`src/rtl/pfq_pkg.sv`:
```
package pfq_pkg;
  typedef enum logic {
    OWN_CODE = 1'b0,
    OWN_DATA = 1'b1
  } bus_owner_e;
endpackage

```
`src/rtl/pfq_queue.sv`:
```
module pfq_queue #(
  parameter int DW    = 8,
  parameter int DEPTH = 4,
  localparam int PW = (DEPTH > 1) ? $clog2(DEPTH) : 1,
  localparam int CW = $clog2(DEPTH + 1)
) (
  input  logic          clk_i,
  input  logic          rst_ni,
  input  logic          flush_i,
  input  logic          push_i,
  input  logic [DW-1:0] push_data_i,
  input  logic          pop_i,
  output logic          valid_o,
  output logic [DW-1:0] data_o,
  output logic [CW-1:0] count_o
);
  logic [DW-1:0] store_q [DEPTH];
  logic [PW-1:0] rd_ptr_q, wr_ptr_q;
  logic [CW-1:0] count_q;
  logic          do_push, do_pop;

  function automatic logic [PW-1:0] ptr_inc(input logic [PW-1:0] p);
    return (p == PW'(DEPTH - 1)) ? '0 : p + 1'b1;
  endfunction

  assign do_pop  = pop_i && (count_q != '0) && !flush_i;
  assign do_push = push_i && !flush_i && ((count_q < CW'(DEPTH)) || do_pop);

  for (genvar i = 0; i < DEPTH; i++) begin : g_entry
    always_ff @(posedge clk_i) begin
      if (do_push && (wr_ptr_q == PW'(i))) store_q[i] <= push_data_i;
    end
  end

  always_ff @(posedge clk_i or negedge rst_ni) begin
    if (!rst_ni) begin
      rd_ptr_q <= '0;
      wr_ptr_q <= '0;
      count_q  <= '0;
    end else if (flush_i) begin
      rd_ptr_q <= '0;
      wr_ptr_q <= '0;
      count_q  <= '0;
    end else begin
      if (do_push) wr_ptr_q <= ptr_inc(wr_ptr_q);
      if (do_pop)  rd_ptr_q <= ptr_inc(rd_ptr_q);
      case ({do_push, do_pop})
        2'b10:   count_q <= count_q + 1'b1;
        2'b01:   count_q <= count_q - 1'b1;
        default: count_q <= count_q;
      endcase
    end
  end

  assign valid_o = (count_q != '0);
  assign data_o  = store_q[rd_ptr_q];
  assign count_o = count_q;

  assert_no_overflow_R2: assert property (@(posedge clk_i) disable iff (!rst_ni)
    push_i |-> ((count_q < CW'(DEPTH)) || pop_i || flush_i));

  assert_level_hold_R8: assert property (@(posedge clk_i) disable iff (!rst_ni)
    (push_i && pop_i && !flush_i && count_q != '0) |=> (count_q == $past(count_q)));

  assert_flush_empty_R5: assert property (@(posedge clk_i) disable iff (!rst_ni)
    flush_i |=> (count_q == '0));

  assert_empty_pop_R9: assert property (@(posedge clk_i) disable iff (!rst_ni)
    (pop_i && !push_i && !flush_i && count_q == '0) |=> (count_q == '0));
endmodule

```
`src/rtl/pfq_fetch.sv`:
```
module pfq_fetch #(
  parameter int          AW         = 16,
  parameter logic [AW-1:0] RESET_ADDR = '0
) (
  input  logic          clk_i,
  input  logic          rst_ni,
  input  logic          redirect_i,
  input  logic [AW-1:0] redirect_addr_i,
  input  logic          advance_i,
  output logic [AW-1:0] pc_o
);
  logic [AW-1:0] pc_q;

  always_ff @(posedge clk_i or negedge rst_ni) begin
    if (!rst_ni)         pc_q <= RESET_ADDR;
    else if (redirect_i) pc_q <= redirect_addr_i;
    else if (advance_i)  pc_q <= pc_q + 1'b1;
  end

  assign pc_o = pc_q;

  assert_redirect_load_R5: assert property (@(posedge clk_i) disable iff (!rst_ni)
    redirect_i |=> (pc_q == $past(redirect_addr_i)));

  assert_advance_R3: assert property (@(posedge clk_i) disable iff (!rst_ni)
    (advance_i && !redirect_i) |=> (pc_q == $past(pc_q) + 1'b1));
endmodule

```
`src/rtl/pfq_arb.sv`:
```
module pfq_arb
  import pfq_pkg::*;
#(
  parameter int AW    = 16,
  parameter int DW    = 8,
  parameter int DEPTH = 4,
  localparam int CW = $clog2(DEPTH + 1)
) (
  input  logic          clk_i,
  input  logic          rst_ni,
  input  logic [CW-1:0] q_count_i,
  input  logic [AW-1:0] fetch_pc_i,
  input  logic          redirect_i,
  input  logic          du_req_i,
  input  logic          du_we_i,
  input  logic [AW-1:0] du_addr_i,
  input  logic [DW-1:0] du_wdata_i,
  output logic          du_done_o,
  output logic [DW-1:0] du_rdata_o,
  output logic          code_push_o,
  output logic          mem_req_o,
  output logic          mem_we_o,
  output logic [AW-1:0] mem_addr_o,
  output logic [DW-1:0] mem_wdata_o,
  input  logic          mem_ready_i,
  input  logic          mem_rvalid_i,
  input  logic [DW-1:0] mem_rdata_i
);
  logic       busy_q, stale_q, hold_q;
  bus_owner_e owner_q, hold_owner_q;
  logic       pf_want, sel_code, req, accept;

  assign pf_want = (q_count_i < CW'(DEPTH)) && !redirect_i;

  // a request waiting for ready keeps its owner; a waiting code fetch dies on redirect
  always_comb begin
    sel_code = 1'b0;
    req      = 1'b0;
    if (hold_q) begin
      sel_code = (hold_owner_q == OWN_CODE);
      req      = sel_code ? !redirect_i : 1'b1;
    end else if (!busy_q) begin
      sel_code = pf_want;
      req      = pf_want || du_req_i;
    end
  end

  assign accept      = req && mem_ready_i;
  assign mem_req_o   = req;
  assign mem_we_o    = !sel_code && du_we_i;
  assign mem_addr_o  = sel_code ? fetch_pc_i : du_addr_i;
  assign mem_wdata_o = du_wdata_i;

  always_ff @(posedge clk_i or negedge rst_ni) begin
    if (!rst_ni) begin
      busy_q       <= 1'b0;
      stale_q      <= 1'b0;
      hold_q       <= 1'b0;
      owner_q      <= OWN_CODE;
      hold_owner_q <= OWN_CODE;
    end else begin
      if (accept) begin
        busy_q  <= 1'b1;
        stale_q <= 1'b0;
        owner_q <= sel_code ? OWN_CODE : OWN_DATA;
        hold_q  <= 1'b0;
      end else begin
        hold_q       <= req;
        hold_owner_q <= sel_code ? OWN_CODE : OWN_DATA;
        if (busy_q && mem_rvalid_i) begin
          busy_q  <= 1'b0;
          stale_q <= 1'b0;
        end else if (busy_q && owner_q == OWN_CODE && redirect_i) begin
          stale_q <= 1'b1;
        end
      end
    end
  end

  assign code_push_o = busy_q && mem_rvalid_i && (owner_q == OWN_CODE) && !stale_q && !redirect_i;
  assign du_done_o   = busy_q && mem_rvalid_i && (owner_q == OWN_DATA);
  assign du_rdata_o  = mem_rdata_i;

  assert_pf_priority_R4: assert property (@(posedge clk_i) disable iff (!rst_ni)
    (!busy_q && !hold_q && pf_want && du_req_i) |-> (mem_req_o && !mem_we_o && mem_addr_o == fetch_pc_i));

  assert_req_hold_R7: assert property (@(posedge clk_i) disable iff (!rst_ni)
    (mem_req_o && !mem_ready_i && !redirect_i && !(sel_code && !du_req_i && 1'b0)) |=>
    ((mem_req_o || redirect_i) && (!mem_req_o || $stable(mem_addr_o))));

  assert_stale_drop_R6: assert property (@(posedge clk_i) disable iff (!rst_ni)
    (busy_q && owner_q == OWN_CODE && redirect_i && !mem_rvalid_i) |=> !code_push_o);

  assert_one_done_R7: assert property (@(posedge clk_i) disable iff (!rst_ni)
    du_done_o |=> !du_done_o);
endmodule

```
`src/rtl/pfq_top.sv`:
```
module pfq_top #(
  parameter int            AW         = 16,
  parameter int            DW         = 8,
  parameter int            DEPTH      = 4,
  parameter logic [AW-1:0] RESET_ADDR = '0,
  localparam int CW = $clog2(DEPTH + 1)
) (
  input  logic          clk_i,
  input  logic          rst_ni,
  input  logic          pop_i,
  output logic          q_valid_o,
  output logic [DW-1:0] q_data_o,
  output logic [CW-1:0] q_level_o,
  input  logic          redirect_i,
  input  logic [AW-1:0] redirect_addr_i,
  input  logic          du_req_i,
  input  logic          du_we_i,
  input  logic [AW-1:0] du_addr_i,
  input  logic [DW-1:0] du_wdata_i,
  output logic          du_done_o,
  output logic [DW-1:0] du_rdata_o,
  output logic          mem_req_o,
  output logic          mem_we_o,
  output logic [AW-1:0] mem_addr_o,
  output logic [DW-1:0] mem_wdata_o,
  input  logic          mem_ready_i,
  input  logic          mem_rvalid_i,
  input  logic [DW-1:0] mem_rdata_i
);
  logic [CW-1:0] count;
  logic [AW-1:0] fetch_pc;
  logic          code_push;

  pfq_queue #(.DW(DW), .DEPTH(DEPTH)) u_queue (
    .clk_i       (clk_i),
    .rst_ni      (rst_ni),
    .flush_i     (redirect_i),
    .push_i      (code_push),
    .push_data_i (mem_rdata_i),
    .pop_i       (pop_i),
    .valid_o     (q_valid_o),
    .data_o      (q_data_o),
    .count_o     (count)
  );

  pfq_fetch #(.AW(AW), .RESET_ADDR(RESET_ADDR)) u_fetch (
    .clk_i           (clk_i),
    .rst_ni          (rst_ni),
    .redirect_i      (redirect_i),
    .redirect_addr_i (redirect_addr_i),
    .advance_i       (code_push),
    .pc_o            (fetch_pc)
  );

  pfq_arb #(.AW(AW), .DW(DW), .DEPTH(DEPTH)) u_arb (
    .clk_i        (clk_i),
    .rst_ni       (rst_ni),
    .q_count_i    (count),
    .fetch_pc_i   (fetch_pc),
    .redirect_i   (redirect_i),
    .du_req_i     (du_req_i),
    .du_we_i      (du_we_i),
    .du_addr_i    (du_addr_i),
    .du_wdata_i   (du_wdata_i),
    .du_done_o    (du_done_o),
    .du_rdata_o   (du_rdata_o),
    .code_push_o  (code_push),
    .mem_req_o    (mem_req_o),
    .mem_we_o     (mem_we_o),
    .mem_addr_o   (mem_addr_o),
    .mem_wdata_o  (mem_wdata_o),
    .mem_ready_i  (mem_ready_i),
    .mem_rvalid_i (mem_rvalid_i),
    .mem_rdata_i  (mem_rdata_i)
  );

  assign q_level_o = count;

  assert_level_bound_R2: assert property (@(posedge clk_i) disable iff (!rst_ni)
    (q_level_o <= CW'(DEPTH)) && (q_valid_o == (q_level_o != '0)));
endmodule

```
`config.mk`:
```
export PLATFORM = sky130hd
export DESIGN_NAME = pfq_top
export DESIGN_NICKNAME = d
export VERILOG_FILES = /design/src/rtl/pfq_pkg.sv /design/src/rtl/pfq_queue.sv /design/src/rtl/pfq_fetch.sv /design/src/rtl/pfq_arb.sv /design/src/rtl/pfq_top.sv
export SDC_FILE = /design/constraint.sdc
export NUM_CORES = 1
export LEC_CHECK = 0
export ABC_AREA = 1
export CORE_MARGIN = 2
export CORE_UTILIZATION = 33
export CTS_BUF_LIST = sky130_fd_sc_hd__clkbuf_8
export CTS_CLUSTER_SIZE = 8
export DETAILED_ROUTE_END_ITERATION = 10
export PLACE_DENSITY = 0.67
export SYNTH_ARGS = -nofsm -noshare
export SYNTH_HDL_FRONTEND = slang
export SYNTH_HIERARCHICAL = 1
export SYNTH_SLANG_ARGS = --single-unit
```
`constraint.sdc`:
```
create_clock -name clk_i -period 6.8 [get_ports clk_i]
set_input_delay 0.68 -clock clk_i [delete_from_list [all_inputs] [get_ports clk_i]]
set_output_delay 0.68 -clock clk_i [all_outputs]
set_load 0.005 [all_outputs]
```
==> impl_results.md <==
- FF/Latch Area: 1660 sq um
- Area fraction of the dominant cell type after synthesis: 0.290
- Layout cells sized above 1: 0.0837
- Outcome: finished, final reports clean
- Clock Skew: 0.0117 ns
- Final setup margin: 3.28 ns
- Pwr/cell area: 276 nW/um^2
- # diodes: 0
- Drt drc: 0
- Final Total Pwr: 1.20 mW
- P_leak: 1.83 nW
- Design Area, Final: 4340 sq um
- Clk sinks: 60
- CTS root buf: clkbuf_8
- Routed vias/inst: 4.71
- Crit-path cells: clkdlybuf4s50_1 > buf_4 > nor2_1 > a21oi_4 > inv_4 > nor2_2 > clkdlybuf4s50_1
- Data arrival, critical path: 2.84 ns
- Syn_area_per_cell: 8.56 sq um
- Count of final max-slew check failures: 0
- CTS tree: yes
- Die Y: 104 um
- Most common cell after layout, fill and taps aside: nand2_1
- Post-layout nets: 523
- Worst-Skew Late Latency: 0.34 ns
- Register bit total from synthesis: 60
- Hold Fails Final Rpt: 0
- Port Buffers: 86
- Initial Utilization: 0.339
- Drt total wl: 7820 um
- CTS resizes: 0
- Filler cells: 950
- Netlist Area Pre-Place: 3310 sq um
- Rel. slew slack: 0.326
- Starting DRT DRC Count: 108
- Crit-path max FO: 25
- CP max stage delay: 0.50 ns
- Worst path most repeated cell: clkdlybuf4s50_1
- Dpl hpwl: 5590 um
- Largest cells by area after synthesis: edfxtp_1 29%, dfrtp_1 21%, nand2_1 13%
- Most frequent cells in the layout: 111 x nand2_1, 86 x clkdlybuf4s50_1, 42 x nor2_1
- Synth Instances: 387
- FP Rows: 36
- Die X: 104 um
- GRT Total Usage: 0.151
- Yosys Warn Count: 6
- Wire length per cell: 13.1 um
- Dpl ws: 3.10 ns
- Area growth, synth to finish: 31.2%
- Slew @ Worst Pin: 1.01 ns
- Worst Setup Path Type: input pin to output port
- Setup bufs post-CTS: 0
- Fin crit period: 3.52 ns
- Hold Buf Count CTS: 0
- Vias post-DR: 2,822
- Buffer levels on the longest clock path: 2
- Number of detailed-route iterations in the first pass: 4
- Initial antenna violation count: 0
- Total CTS buffers: 9
- Post-synth top area cell: edfxtp_1
- Die ar.: 10,900 sq um
- Global placement routability congestion: 0.836
- Netlist cell types: 34
- Cell Area, Placed: 4160 sq um
- Largest net degree at the start of global routing: 29
- Hold_ws: 0.508 ns
- Grt ovf: 0
- Unrepaired setup endpoints after global routing: false
- Setup violations, final: 0
- First-pass GRT wire length: 13,300 um
- VDD IR-drop max: 0.130 mV
- # IOs: 103
- Synthesized Nets: 449
- Area of the multi-input gates: 1310 sq um
- Core area: 9770 sq um
- Via count of the first global-routing pass: 2,802
- Period utilisation layout: 0.517
- Crit. End Element: output port
- Startpoint Class: input pin
- Post-DRT Antenna Nets: 0
- CP max-delay cell: clkdlybuf4s50_1
- Min-delay worst type: flop to flop
- H-tree depth: 3
- Fmax: 284 MHz
- Max cap viols: 0
- Register area share after synthesis: 0.502
- Clk pin slew, worst setup/hold paths: 0.08 ns
- CP Data Required Time: 6.12 ns
- Setup TNS: 0 ns
[state kept, by name (all words and copies together) (netlist names), 2 cells and up]
| signal | cells |
|---|---|
| u_fetch/pc_o | 16 |
| u_queue/count_o | 3 |
| u_queue/rd_ptr_q | 2 |
| u_queue/store_q | 32 |
| u_queue/wr_ptr_q | 2 |
[per-layer routing]
layer	track usage	routed length [um]
met5	0	0
met4	0.0425	90
met3	0.0451	501
met2	0.259	3770
met1	0.185	3450
[kinds of logic (layout without fill, tap and decap cells)]
family / after synthesis / in the layout / share of synthesized area
compound gates: 62 / 62 / 0.115
xor+xnor: 7 / 7 / 0.0185
fa+ha+maj: 6 / 6 / 0.0249
buf+inv: 64 / 143 / 0.103
flops: 60 / 60 / 0.502
simple gates: 188 / 188 / 0.237
[through the flow]
| stage | utilization | instances |
|---|---|---|
| after floorplan | - | 387 |
| after global placement | 0.426 | 583 |
| after detailed placement | 0.426 | 583 |
| after CTS | 0.444 | 599 |
| after global routing | 0.444 | 599 |
| final | 0.444 | 599 |
[path summary, 6_finish.rpt]
kind	startpoint	slack (ns)	cells after the start	end
hold reg to reg	u_arb/owner_q	0.51	2	u_arb/owner_q
min in group asynchronous	rst_ni	0.72	2	u_fetch/pc_o[10]
hold / removal	u_arb/owner_q	0.51	2	u_arb/owner_q
setup reg to reg	u_arb/busy_q	4.10	6	u_queue/store_q[1][6]
setup / recovery	redirect_i	3.28	7	mem_we_o
max in group asynchronous	rst_ni	5.80	2	u_arb/busy_q
[where the power goes]
| group | switching, mW | internal [mW] | leakage, nW |
|---|---|---|---|
| logic | 0.206 | 0.222 | 1.10 |
| registers | 0.0543 | 0.419 | 0.636 |
| clock network | 0.160 | 0.138 | 0.0886 |
[critical path: cells and delay by family]
kind,cells,cell delay (ns)
buffers and inverters,4,1.42
AOI/OAI and AO/OA,1,0.47
and+or+nand+nor,2,0.25
[area by class of cell]
class,count,area share
sequential,60,0.382
multi-input combinational,263,0.302
timing repair buffer,88,0.202
tap,133,0.0383
inverter,39,0.0343
clock buffer,9,0.0285
clock inverter,7,0.0132
[cell usage after synthesis]
library cell / instances
a31oi_1: 1
a21oi_2: 1
o21ai_1: 5
edfxtp_1: 32
nand4_2: 1
o21ai_2: 1
inv_4: 1
clkbuf_1: 1
a21oi_1: 6
buf_6: 4
ha_1: 5
o21bai_1: 2
buf_2: 3
a21oi_4: 1
buf_4: 17
nand3_1: 14
o211ai_1: 2
nor2_4: 1
nand2_2: 6
o22ai_1: 8
a22oi_1: 12
dfrtp_1: 28
inv_2: 3
nor2_1: 42
nor3_1: 1
nor4_1: 1
xnor2_1: 4
nor2_2: 6
xor2_1: 3
inv_1: 35
fa_1: 1
nand2_1: 111
nand4_1: 5
o21ai_0: 23
Note: power is estimated with default switching activity, not from simulation.
